<file path="src/rtl/ecp_pkg.sv">
package ecp_pkg;
  typedef enum logic [3:0] {
    ST_FIDLE, ST_FSETUP, ST_FSTROBE, ST_TOREV, ST_REVREQ,
    ST_RIDLE, ST_RVALID, ST_RACK, ST_TOFWD
  } ecp_state_e;
endpackage

</file>
<file path="src/rtl/ecp_sync.sv">
module ecp_sync #(
  parameter int W      = 3,
  parameter int STAGES = 2,
  parameter logic [W-1:0] RST_VAL = '0
) (
  input  logic         clk_i,
  input  logic         rst_ni,
  input  logic [W-1:0] d_i,
  output logic [W-1:0] q_o
);
  logic [W-1:0] stg_q [STAGES];

  for (genvar s = 0; s < STAGES; s++) begin : g_stage
    always_ff @(posedge clk_i or negedge rst_ni) begin
      if (!rst_ni) stg_q[s] <= RST_VAL;
      else         stg_q[s] <= (s == 0) ? d_i : stg_q[(s == 0) ? 0 : s-1];
    end
  end

  assign q_o = stg_q[STAGES-1];
endmodule

</file>
<file path="src/rtl/ecp_timer.sv">
module ecp_timer #(
  parameter int TW = 16
) (
  input  logic          clk_i,
  input  logic          rst_ni,
  input  logic          clear_i,
  input  logic [TW-1:0] limit_i,
  output logic          expired_o
);
  logic [TW-1:0] cnt_q;

  always_ff @(posedge clk_i or negedge rst_ni) begin
    if (!rst_ni)      cnt_q <= '0;
    else if (clear_i) cnt_q <= '0;
    else              cnt_q <= cnt_q + 1'b1;
  end

  assign expired_o = (limit_i != '0) && (cnt_q == limit_i - 1'b1);
endmodule

</file>
<file path="src/rtl/ecp_host_engine.sv">
module ecp_host_engine
  import ecp_pkg::*;
#(
  parameter int DW          = 8,
  parameter int TW          = 16,
  parameter int SYNC_STAGES = 2
) (
  input  logic          clk_i,
  input  logic          rst_ni,
  input  logic [TW-1:0] timeout_i,
  input  logic          dir_req_i,
  input  logic          fwd_valid_i,
  output logic          fwd_ready_o,
  input  logic [DW-1:0] fwd_data_i,
  input  logic          fwd_cmd_i,
  output logic          rev_valid_o,
  input  logic          rev_ready_i,
  output logic [DW-1:0] rev_data_o,
  output logic          rev_cmd_o,
  output logic          timeout_o,
  output logic [DW-1:0] pd_o,
  output logic          pd_oe_o,
  input  logic [DW-1:0] pd_i,
  output logic          host_clk_no,
  output logic          host_ack_no,
  output logic          rev_req_no,
  input  logic          periph_clk_ni,
  input  logic          busy_i,
  input  logic          ack_rev_ni
);
  localparam int NSYNC = 3;

  logic [NSYNC-1:0] sync_s;
  logic busy_s, pclk_ns, ackrev_ns;

  ecp_sync #(.W(NSYNC), .STAGES(SYNC_STAGES), .RST_VAL(3'b110)) u_sync (
    .clk_i  (clk_i),
    .rst_ni (rst_ni),
    .d_i    ({ack_rev_ni, periph_clk_ni, busy_i}),
    .q_o    (sync_s)
  );
  assign {ackrev_ns, pclk_ns, busy_s} = sync_s;

  ecp_state_e state_q, state_d;
  logic expired, waiting, tmo, accept, rcap;
  logic [DW-1:0] fdata_q, rdata_q;
  logic fack_q, rcmd_q, tmo_q;

  ecp_timer #(.TW(TW)) u_timer (
    .clk_i     (clk_i),
    .rst_ni    (rst_ni),
    .clear_i   (state_d != state_q),
    .limit_i   (timeout_i),
    .expired_o (expired)
  );

  assign waiting = (state_q == ST_FSTROBE) || (state_q == ST_REVREQ) ||
                   (state_q == ST_RACK)    || (state_q == ST_TOFWD);
  assign tmo     = waiting && expired;
  assign fwd_ready_o = (state_q == ST_FIDLE) && !busy_s && !dir_req_i;
  assign accept  = fwd_ready_o && fwd_valid_i;
  assign rcap    = (state_q == ST_RIDLE) && !pclk_ns;

  always_comb begin
    state_d = state_q;
    unique case (state_q)
      ST_FIDLE:   if (dir_req_i) state_d = ST_TOREV;
                  else if (accept) state_d = ST_FSETUP;
      ST_FSETUP:  state_d = ST_FSTROBE;
      ST_FSTROBE: if (busy_s) state_d = ST_FIDLE;
      ST_TOREV:   state_d = ST_REVREQ;
      ST_REVREQ:  if (!ackrev_ns) state_d = ST_RIDLE;
      ST_RIDLE:   if (!pclk_ns) state_d = ST_RVALID;
                  else if (!dir_req_i) state_d = ST_TOFWD;
      ST_RVALID:  if (rev_ready_i) state_d = ST_RACK;
      ST_RACK:    if (pclk_ns) state_d = ST_RIDLE;
      ST_TOFWD:   if (ackrev_ns) state_d = ST_FIDLE;
      default:    state_d = ST_FIDLE;
    endcase
    if (tmo) state_d = ST_FIDLE;
  end

  always_ff @(posedge clk_i or negedge rst_ni) begin
    if (!rst_ni) begin
      state_q <= ST_FIDLE;
      fdata_q <= '0;
      fack_q  <= 1'b1;
      rdata_q <= '0;
      rcmd_q  <= 1'b0;
      tmo_q   <= 1'b0;
    end else begin
      state_q <= state_d;
      tmo_q   <= tmo;
      if (accept) begin
        fdata_q <= fwd_data_i;
        fack_q  <= !fwd_cmd_i;
      end
      if (rcap) begin
        rdata_q <= pd_i;
        rcmd_q  <= !busy_s;
      end
    end
  end

  logic fwd_st;
  assign fwd_st      = (state_q == ST_FIDLE) || (state_q == ST_FSETUP) ||
                       (state_q == ST_FSTROBE);
  assign pd_o        = fdata_q;
  assign pd_oe_o     = fwd_st && ackrev_ns;
  assign host_clk_no = (state_q != ST_FSTROBE);
  assign host_ack_no = fwd_st ? fack_q :
                       ((state_q == ST_RACK) || (state_q == ST_TOFWD) ||
                        (state_q == ST_TOREV));
  assign rev_req_no  = !((state_q == ST_REVREQ) || (state_q == ST_RIDLE) ||
                         (state_q == ST_RVALID) || (state_q == ST_RACK));
  assign rev_valid_o = (state_q == ST_RVALID);
  assign rev_data_o  = rdata_q;
  assign rev_cmd_o   = rcmd_q;
  assign timeout_o   = tmo_q;

  // bus released while reverse requested
  p_no_drive_in_rev_r5: assert property (@(posedge clk_i) disable iff (!rst_ni)
    pd_oe_o |-> rev_req_no);
  // enable dropped before request asserted
  p_release_before_req_r5: assert property (@(posedge clk_i) disable iff (!rst_ni)
    $fell(rev_req_no) |-> $past(!pd_oe_o));
  // bus stable under strobe
  p_bus_stable_r4: assert property (@(posedge clk_i) disable iff (!rst_ni)
    (!host_clk_no && $past(!host_clk_no)) |-> $stable(pd_o));
  // strobe only follows an accept with busy low
  p_strobe_after_ready_r2: assert property (@(posedge clk_i) disable iff (!rst_ni)
    $fell(host_clk_no) |-> $past(fwd_ready_o && fwd_valid_i, 2));
  // reverse byte held until taken
  p_rev_hold_r7: assert property (@(posedge clk_i) disable iff (!rst_ni)
    (rev_valid_o && !rev_ready_i) |=> (rev_valid_o && $stable(rev_data_o) && $stable(rev_cmd_o)));
  // single-cycle timeout pulse
  p_tmo_pulse_r9: assert property (@(posedge clk_i) disable iff (!rst_ni)
    timeout_o |=> !timeout_o);
  // after timeout the engine is idle
  p_tmo_idle_r9: assert property (@(posedge clk_i) disable iff (!rst_ni)
    timeout_o |-> (host_clk_no && rev_req_no));
endmodule

</file>
<file path="config.mk">
export PLATFORM = sky130hd
export DESIGN_NAME = ecp_host_engine
export DESIGN_NICKNAME = d
export VERILOG_FILES = /design/src/rtl/ecp_pkg.sv /design/src/rtl/ecp_sync.sv /design/src/rtl/ecp_timer.sv /design/src/rtl/ecp_host_engine.sv
export SDC_FILE = /design/constraint.sdc
export NUM_CORES = 1
export LEC_CHECK = 0
export BUFFER_PORTS_ARGS = -buffer_cell sky130_fd_sc_hd__buf_2
export CAP_MARGIN = 30
export CORE_MARGIN = 3
export CORE_UTILIZATION = 30
export CTS_CLUSTER_DIAMETER = 80
export DETAILED_ROUTE_END_ITERATION = 8
export PLACE_DENSITY = 0.49
export SYNTH_ARGS = -nofsm -noshare
export SYNTH_HDL_FRONTEND = slang
export SYNTH_HIERARCHICAL = 1
export SYNTH_SLANG_ARGS = --single-unit
</file>
<file path="constraint.sdc">
create_clock -name clk_i -period 3 [get_ports clk_i]
set_input_delay 0.6 -clock clk_i [delete_from_list [all_inputs] [get_ports clk_i]]
set_output_delay 0.6 -clock clk_i [all_outputs]
set_load 0.02 [all_outputs]
</file>
[After elaboration in Yosys (flattened, before gate mapping)]
Cells that the tools add are included.
Word-level totals
  output and inout bits: 24
  register bits: 45
  input bits: 41
Operators by class
  muxes and demuxes: 13
  reductions and logical operators: 24
  add/sub/neg operators: 2
  eq/ne operators: 11
Operators by type and width (count)
  $mux 4: 10
  $pmux 4 s9: 1
  $add 16x1->16 const B: 1
  $eq 16x16->1: 1
  $eq 4x3->1 const B: 4
  $mux 16: 1
  $reduce_bool 16->1: 1
  $sub 16x1->16 const B: 1
  $logic_or 1x1->1: 10
  $eq 4x2->1 const B: 2
  $logic_and 1x1->1: 7
  $logic_not 1->1: 5
  $eq 4x1->1 const B: 1
  $eq 4x4->1 const B: 1
  $logic_not 4->1: 1
  $ne 4x2->1 const B: 1
  $ne 4x4->1: 1
  $mux 1: 1

[Logic depth before layout (Yosys ltp)]
Gate-level depths: netlist of the first run.
  depth in word-level cells: 10
  mapped depth: 15
  depth with buffers taken out: 14

[Modules after synthesis]
Netlist of the first run, hierarchy kept.
Modules (own cells, without submodules)
  ecp_timer: seq. area each 400.4 sq um, instances 1, cells each 152, area an instance 1321.3 sq um
  ecp_host_engine: seq. area each 576.8 sq um, instances 1, cells each 107, area an instance 1203.7 sq um
  ecp_sync: seq. area each 155.1 sq um, instances 1, cells each 9, area an instance 177.7 sq um

[Worst setup path after synthesis of the first run]
OpenSTA, ideal clock, no wires.
  path type: input to register
  start: input port timeout_i[0]
  end: register u_timer.cnt_q[11]
  buffers on the path: 1
  cell stages on the path: 14
  data arrival time: 4.134 ns
  setup slack: -1.266 ns
  cell sequence: inv_1 -> ha_1 -> or4b_4 -> or4_4 -> or4b_4 -> o211ai_2 -> o211ai_2 -> nor4_2 -> o211ai_1 -> a21oi_1 -> nor3_1 -> o211ai_1 -> clkbuf_1 -> nor2_1
Between the ends
  cells in the longest elaborated chain, start to end: 7
Ends and longest elaborated chain
  from (decl): RTL line ecp_host_engine.sv:10  | input logic [TW-1:0] timeout_i,
  $sub 16x1->16: RTL line ecp_timer.sv:18  | assign expired_o = (limit_i != '0) && (cnt_q == limit_i - 1'b1);
  $eq 16x16->1: RTL line ecp_timer.sv:18
  $logic_and 1x1->1 (*): RTL line ecp_timer.sv:18
  net expired: RTL line ecp_host_engine.sv:45  | logic expired, waiting, tmo, accept, rcap;
  $logic_and 1x1->1 (*): RTL line ecp_host_engine.sv:59  | assign tmo = waiting && expired;
  $mux 4 (*): RTL line ecp_host_engine.sv:80  | if (tmo) state_d = ST_FIDLE;
  $ne 4x4->1 (*): RTL line ecp_host_engine.sv:52  | .clear_i (state_d != state_q),
  $mux 16 (*): RTL line ecp_timer.sv:14  | else if (clear_i) cnt_q <= '0;
  to (signal assigned): RTL line ecp_timer.sv:15  | else cnt_q <= cnt_q + 1'b1;
  to (decl): RTL line ecp_timer.sv:10  | logic [TW-1:0] cnt_q;
Mark *: on every way through the listed nets, which the timed path passes. The rest lies on a longest branch.
A chain may end at the register's enable or synchronous reset.

[Worst setup path in the final report of the first run]
  start: input port timeout_i[0]
  end: register u_timer.cnt_q[3]
Same word-level chain as after synthesis.

==> run metrics, run 1 <==
primary flip-flop cell chosen by synthesis mapping=sky130_fd_sc_hd__dfrtp_1; library cell occupying the most area in the post-synthesis netlist=sky130_fd_sc_hd__dfrtp_1; Net Sw Frac=0.403; run status=finished, violations left; Post-synth EDFFs=0; time the worst path needs with I/O delays and setup=3.50 ns; # hold bufs at CTS=0; Clk pin slew, worst setup/hold paths=0.09 ns; filler cell count in the final layout=~840; Initial DRT Pass Iterations=4; CORE AREA=8460 um^2; detailed placement HPWL=4.99 mm; number of buffer cells added on primary ports=64; clock skew after layout=between 0.003 and 0.004 ns; initial antenna violation count=0; Worst IR Drop VDD=approximately 0.44 mV; violated checks=setup timing; Startpoint Class=primary input; WL final=6.42 mm; maximum number of pins on one net before global-route repair=32; total net switching power=1.01 mW; Routability Congestion=0.778; crit end category=register; residual antenna-violating net count after detailed routing=0; Hold/Removal Path Class=in -> async; vias in the first global route=2342; GRT Total Usage=0.130; part of the power in registers=0.379; relative contribution of the clock network to total power=0.194; critical setup path kind=in -> reg; data arrival time at the worst-slack endpoint=3.69 ns; GR Overflow Total=0; Synthesis Warnings=6; DP Cell Count=462; syn nets=311; count of clock tree sinks=45; power density over the cells=a little under 700 nW/um^2; share of synthesized area occupied by flip-flops and latches=0.419; worst slew pin tran=0.607 ns; unrepaired setup endpoints after global routing=yes; Tot Pwr=about 2.5 mW; count of pins over their slew limit=0; Mapped Area=2700 um^2; TritonCTS clock tree=done; I/O pin count=65; Clock Tree Buf Depth=2; P_leak=1.59 nW; count of endpoints failing hold in the final timing report=0; post-synthesis to final-layout area growth=35.9%; share of cells above drive strength 1=0.444; antenna diode count=0; first-pass GRT wire length=11.0 mm; nets@finish=slightly above 400; post-route clock period utilization=1.17; number of vias after detailed routing=approximately 2.3k; average cell area after synthesis=10.1 um^2; Clock H-tree levels=2; placement row count=33; Die Outline Area=10200 um^2; biggest area contributors in the synthesized netlist=sky130_fd_sc_hd__dfrtp_1 (37%), sky130_fd_sc_hd__mux2_2 (7.5%), sky130_fd_sc_hd__xnor2_1 (6.5%); Post-Layout Cell Count=474; die width=101 um; MaxCap Viol Count=0; biggest fanout along the worst timing path=16; synthesized instance count=approximately 270; share of synthesized flip-flops with an asynchronous set or reset=1.00; Vert. Die Dim=a little over 100 um; clock network latency to the later pin of the worst-skew pair=around 0.30 ns; drt wl/cell=13.6 um; post-route DRC violation count=0; violation count after the first detailed-routing iteration=53; Yosys reg bits=45; fraction of power consumed by combinational cells=0.427; maximum clock rate=0.286 GHz; Synth top area share=0.370; starting density of the core=0.319; final setup violating endpoints=19; relative slew slack=0.595; detail-routed via count per cell=4.89; unique cell type count in the Yosys netlist=56; clock buffer count from CTS=5; clock root cell=sky130_fd_sc_hd__clkbuf_8; internal power of the cells=roughly 1.5 mW; Crit path required time=3.20 ns; Worst Slack Setup Final=-0.498 ns
[cells in the final DEF (no fill, tap or decap), types with 3 or more instances in the layout]
cell	n
sky130_fd_sc_hd__nand3_1	14
sky130_fd_sc_hd__nor3b_1	3
sky130_fd_sc_hd__and3_1	4
sky130_fd_sc_hd__nor4_1	3
sky130_fd_sc_hd__nor2_1	25
sky130_fd_sc_hd__o21ai_0	7
sky130_fd_sc_hd__o211ai_1	4
sky130_fd_sc_hd__nand2_1	8
sky130_fd_sc_hd__xor2_1	11
sky130_fd_sc_hd__dfstp_2	5
sky130_fd_sc_hd__nand4_1	5
sky130_fd_sc_hd__or4_1	3
sky130_fd_sc_hd__a21oi_2	3
sky130_fd_sc_hd__xnor2_1	20
sky130_fd_sc_hd__mux2_2	18
sky130_fd_sc_hd__nor2b_1	5
sky130_fd_sc_hd__inv_1	5
sky130_fd_sc_hd__or3_1	4
sky130_fd_sc_hd__buf_4	35
sky130_fd_sc_hd__a21oi_1	5
sky130_fd_sc_hd__nand2b_1	5
sky130_fd_sc_hd__mux2i_1	3
sky130_fd_sc_hd__nor3_1	10
sky130_fd_sc_hd__dfrtp_1	40
sky130_fd_sc_hd__nand3b_1	3
sky130_fd_sc_hd__buf_6	6
sky130_fd_sc_hd__buf_2	62
sky130_fd_sc_hd__clkbuf_8	5
[state kept, by name (all words and copies together), names as in the netlist]
name	count
rev_cmd_o	1
u_sync/stg_q	3
u_timer/cnt_q	16
timeout_o	1
pd_o	8
fack_q	1
u_sync/q_o	3
rev_data_o	8
state_q	4
[final timing paths]
check	startpoint	to	slack, ns	depth (start not counted)
max in group asynchronous	rst_ni	fack_q$_DFFE_PN1P_	2.25	2
max reg2reg	u_timer/cnt_q[15]$_DFF_PN0_	u_timer/cnt_q[3]$_DFF_PN0_	0.16	14
min	rst_ni	state_q[2]$_DFF_PN0_	0.20	1
min reg2reg	u_sync/stg_q[3]$_DFF_PN0_	u_sync/q_o[0]$_DFF_PN0_	0.36	0
max	timeout_i[0]	u_timer/cnt_q[3]$_DFF_PN0_	-0.50	17
min in group clk_i	u_sync/stg_q[3]$_DFF_PN0_	u_sync/q_o[0]$_DFF_PN0_	0.36	0
[final cells by class]
| cell class | count | area [um^2] | share of cell area |
|---|---|---|---|
| sequential | 45 | 1130 | 0.308 |
| timing repair buffer | 105 | 681 | 0.185 |
| inverter | 8 | 47.5 | 0.0129 |
| multi-input combinational | 203 | 1560 | 0.426 |
| clock inverter | 3 | 48.8 | 0.0133 |
| clock buffer | 5 | 68.8 | 0.0187 |
| tap | 105 | 131 | 0.0358 |
[worst max-delay path, cell delays in order]
cell and delay [ns]:
sky130_fd_sc_hd__buf_12 0.11, sky130_fd_sc_hd__inv_12 0.04, sky130_fd_sc_hd__ha_4 0.12, sky130_fd_sc_hd__or4b_4 0.46, sky130_fd_sc_hd__or4_4 0.43, sky130_fd_sc_hd__or4b_4 0.52
sky130_fd_sc_hd__o211ai_2 0.08, sky130_fd_sc_hd__o211ai_2 0.12, sky130_fd_sc_hd__nor4_4 0.18, sky130_fd_sc_hd__buf_4 0.19, sky130_fd_sc_hd__nand2b_4 0.07, sky130_fd_sc_hd__a21oi_2 0.14
sky130_fd_sc_hd__nor2_1 0.05, sky130_fd_sc_hd__o21a_1 0.12, sky130_fd_sc_hd__o211ai_1 0.19, sky130_fd_sc_hd__buf_6 0.20, sky130_fd_sc_hd__nor2_1 0.07
[through the flow]
stage | TNS [ns] | utilization | setup WS [ns] | hold WS (ns) | area (um^2)
2_1_floorplan | -13.97 | - | -0.914 | 0.304 | 2750
3_3_place_gp | -15.76 | 0.400 | -0.873 | 0.333 | 3390
3_5_place_dp | -16.72 | 0.403 | -0.932 | 0.335 | 3410
4_1_cts | -8.42 | 0.429 | -0.509 | 0.214 | 3630
5_1_grt | -11.38 | 0.434 | -0.669 | 0.227 | 3670
6_report | -8.37 | 0.434 | -0.498 | 0.200 | 3670
[power groups by stage]
stage	clock [mW]	sequential [mW]	combinational, mW
floorplan	0	1.00	0.645
global placement	0	0.944	1.02
CTS	0.499	0.949	1.08
global route	0.525	0.984	1.18
finish	0.485	0.952	1.07
detailed placement	0	0.951	1.03
[per-layer routing]
| metal | wire length [um] | track usage |
|---|---|---|
| met1 | 2990 | 0.178 |
| met2 | 3180 | 0.216 |
| met3 | 201 | 0.0263 |
| met4 | 48 | 0.0245 |
| met5 | 0 | 0 |
[Yosys cell counts, drive strengths merged (2+ instances only)]
cell type   n
and2        2
a211oi      2
nor2b       5
dfrtp      40
xor2       11
xnor2      20
o21ai       7
mux2i       3
or3         4
ha          2
a21oi       9
nor4        5
buf         8
nor3       12
mux2       18
nor3b       3
nand2       9
nand3b      3
dfstp       5
nand4       6
and3        4
a21boi      2
nand2b      6
clkbuf      4
or4b        2
nor2       26
o211ai      6
or4         5
inv         8
nand3      14
[cells by family after synthesis]
kind of cell / after synthesis / synth area share
DFF: 45 / 0.419
AOI/OAI and AO/OA: 41 / 0.115
xor gates and xnor gates: 31 / 0.100
adders and majority gates: 2 / 0.00926
muxes: 21 / 0.0861
and+or+nand+nor: 108 / 0.230
buffers and inverters: 20 / 0.0398
[repair_timing]
item	in CTS	in global routing
cloned	0	0
endpoints found under the setup margin	19	20
resized for setup	21	4
setup buffers	1	3
pin swaps	4	4
No activity file was read; power rests on OpenSTA's default activity.
==> run 2: changes to the inputs <==
CAP_MARGIN = 40   (was 30)
clock period = 3.1 ns   (was 3 ns; I/O delays follow)
==> run 2 against run 1 <==
Net effect:
- the flow still finishes with violations (setup timing)
- sequential power decreased by 4.7%
- largest cell class unchanged
- hold slack improved by 0.0090 ns
- clock skew up 0.0014 ns
==> run metrics, run 2 (synthesized netlist as in run 1, its figures left out) <==
power density over the cells=669 nW/um^2; die width=101 um; data arrival time at the worst-slack endpoint=3.80 ns; Clock H-tree levels=2; post-route clock period utilization=1.17; Clk pin slew, worst setup/hold paths=approximately 0.090 ns; CORE AREA=8460 um^2; worst slew pin tran=roughly 0.56 ns; clock buffer count from CTS=5; critical path's largest stage delay=0.52 ns; I/O pin count=65; unrepaired setup endpoints after global routing=yes; Die Outline Area=10200 um^2; residual antenna-violating net count after detailed routing=0; flip-flop count of the largest register after layout=16; MaxCap Viol Count=0; P_leak=about 1.6 nW; Routability Congestion=0.779; biggest fanout along the worst timing path=8; GRT Total Usage=0.128; Initial DRT Pass Iterations=4; Reg with most FFs=u_timer/cnt_q; DP Cell Count=460; Crit path required time=3.28 ns; run status=finished, violations left; detail-routed via count per cell=4.89; WL final=about 6.4 mm; Hold WS=around 0.21 ns; Startpoint Class=primary input; count of endpoints failing hold in the final timing report=0; Hold/Removal Path Class=in -> async; Post-Layout Cell Count=about 470; crit end category=register; most frequent cells in the layout=sky130_fd_sc_hd__buf_2 (62), sky130_fd_sc_hd__dfrtp_1 (40), sky130_fd_sc_hd__buf_4 (37); library cell contributing the largest single delay on the critical path=sky130_fd_sc_hd__or4b_4; Worst IR Drop VDD=slightly below 0.4 mV; post-route DRC violation count=0; met3 demand-to-capacity share in global routing=0.0249; number of buffer cells added on primary ports=64; area after detailed placement=3390 um^2; detailed placement HPWL=between 4 and 5 mm; critical setup path kind=in -> reg; initial antenna violation count=0; first-pass GRT wire length=about 11 mm; placement row count=33; commonest non-fill, non-tap cell in the layout=sky130_fd_sc_hd__buf_2; violated checks=setup timing; violation count after the first detailed-routing iteration=25; maximum clock rate=0.276 GHz; share of cells above drive strength 1=0.448; drt wl/cell=about 14 um; summed area of non-filler cells in the final layout=3640 um^2; count of clock tree sinks=between 40 and 50; relative slew slack=0.626; ordered cell list for the critical path=buf_12, inv_12, ha_4, or4b_4, or4_4, or4b_4, o211ai_2, o211ai_2, nor4_4, buf_4, nand2b_4, a21oi_2, nor2_1, o21a_1, o211ai_1, buf_4, nor2b_1; TritonCTS clock tree=done; Clock Tree Buf Depth=2; time the worst path needs with I/O delays and setup=3.62 ns; clock network latency to the later pin of the worst-skew pair=0.29 ns; met1 global-route usage=0.176; starting density of the core=0.319; Tot Pwr=roughly 2.4 mW; final setup violating endpoints=19; Vert. Die Dim=just over 100 um; clock root cell=sky130_fd_sc_hd__clkbuf_8; nets@finish=just over 400; vias in the first global route=2307; # hold bufs at CTS=0; met2 Track Usage GR=0.212; post-synthesis to final-layout area growth=34.7%; Worst Slack Setup Final=-0.517 ns; GR Overflow Total=0; antenna diode count=0; clock skew after layout=0.00479 ns; number of vias after detailed routing=2313; maximum number of pins on one net before global-route repair=35; global-route layer with the greatest usage=met2; count of pins over their slew limit=0
-- run 2: path summary, 6_finish.rpt --
path                       cells after the start                        start                         end  slack, ns
min                                            1                       rst_ni        state_q[2]$_DFF_PN0_       0.21
max reg2reg                                   14  u_timer/cnt_q[15]$_DFF_PN0_  u_timer/cnt_q[1]$_DFF_PN0_       0.17
max in group asynchronous                      2                       rst_ni          fack_q$_DFFE_PN1P_       2.34
max                                           17                 timeout_i[0]  u_timer/cnt_q[1]$_DFF_PN0_      -0.52
min reg2reg                                    0    u_sync/stg_q[3]$_DFF_PN0_     u_sync/q_o[0]$_DFF_PN0_       0.36
min in group clk_i                             0    u_sync/stg_q[3]$_DFF_PN0_     u_sync/q_o[0]$_DFF_PN0_       0.36
-- run 2: layer usage --
metal | vias up | part of all wire
met4 | 0 | 0.0051
met5 | - | 0
li1 | 1165 | -
met1 | 1105 | 0.47
met3 | 2 | 0.036
met2 | 41 | 0.49
-- run 2: through the flow --
| stage | TNS, ns | utilization | setup slack (ns) |
|---|---|---|---|
| 6_report | -8.39 | 0.430 | -0.517 |
| 3_3_place_gp | -14.49 | 0.399 | -0.815 |
| 3_5_place_dp | -15.80 | 0.401 | -0.887 |
| 5_1_grt | -11.61 | 0.430 | -0.706 |
| 2_1_floorplan | -12.37 | - | -0.834 |
| 4_1_cts | -8.67 | 0.426 | -0.530 |
-- run 2: final cells by class --
type                            instances  area [um^2]
Sequential cell                        45         1130
Multi-Input combinational cell        203         1550
Fill cell                             853         4820
Tap cell                              105          131
Clock buffer                            6         82.6
Timing Repair Buffer                  104          658
Inverter                                8         47.5
Clock inverter                          2         41.3
-- run 2: report_power, final --
part | internal [mW] | switching [mW] | total, mW | leakage, nW
Clock | 0.268 | 0.211 | 0.480 | 0.0633
Combinational | 0.445 | 0.604 | 1.05 | 0.945
Sequential | 0.745 | 0.162 | 0.907 | 0.573
-- run 2: repair_timing --
| item | in CTS | in global routing |
|---|---|---|
| buffers inserted | 3 | 2 |
| setup endpoints to repair | 19 | 20 |
| gates cloned | 1 | 0 |
| resized for setup | 15 | 9 |
| pin swaps | 2 | 6 |
-- run 2: critical path: cells and delay by family --
family | cells | cell delay (ns)
AOI/OAI and AO/OA | 5 | 0.68
adders and majority gates | 1 | 0.12
and+or+nand+nor | 7 | 1.77
buffers and inverters | 4 | 0.59
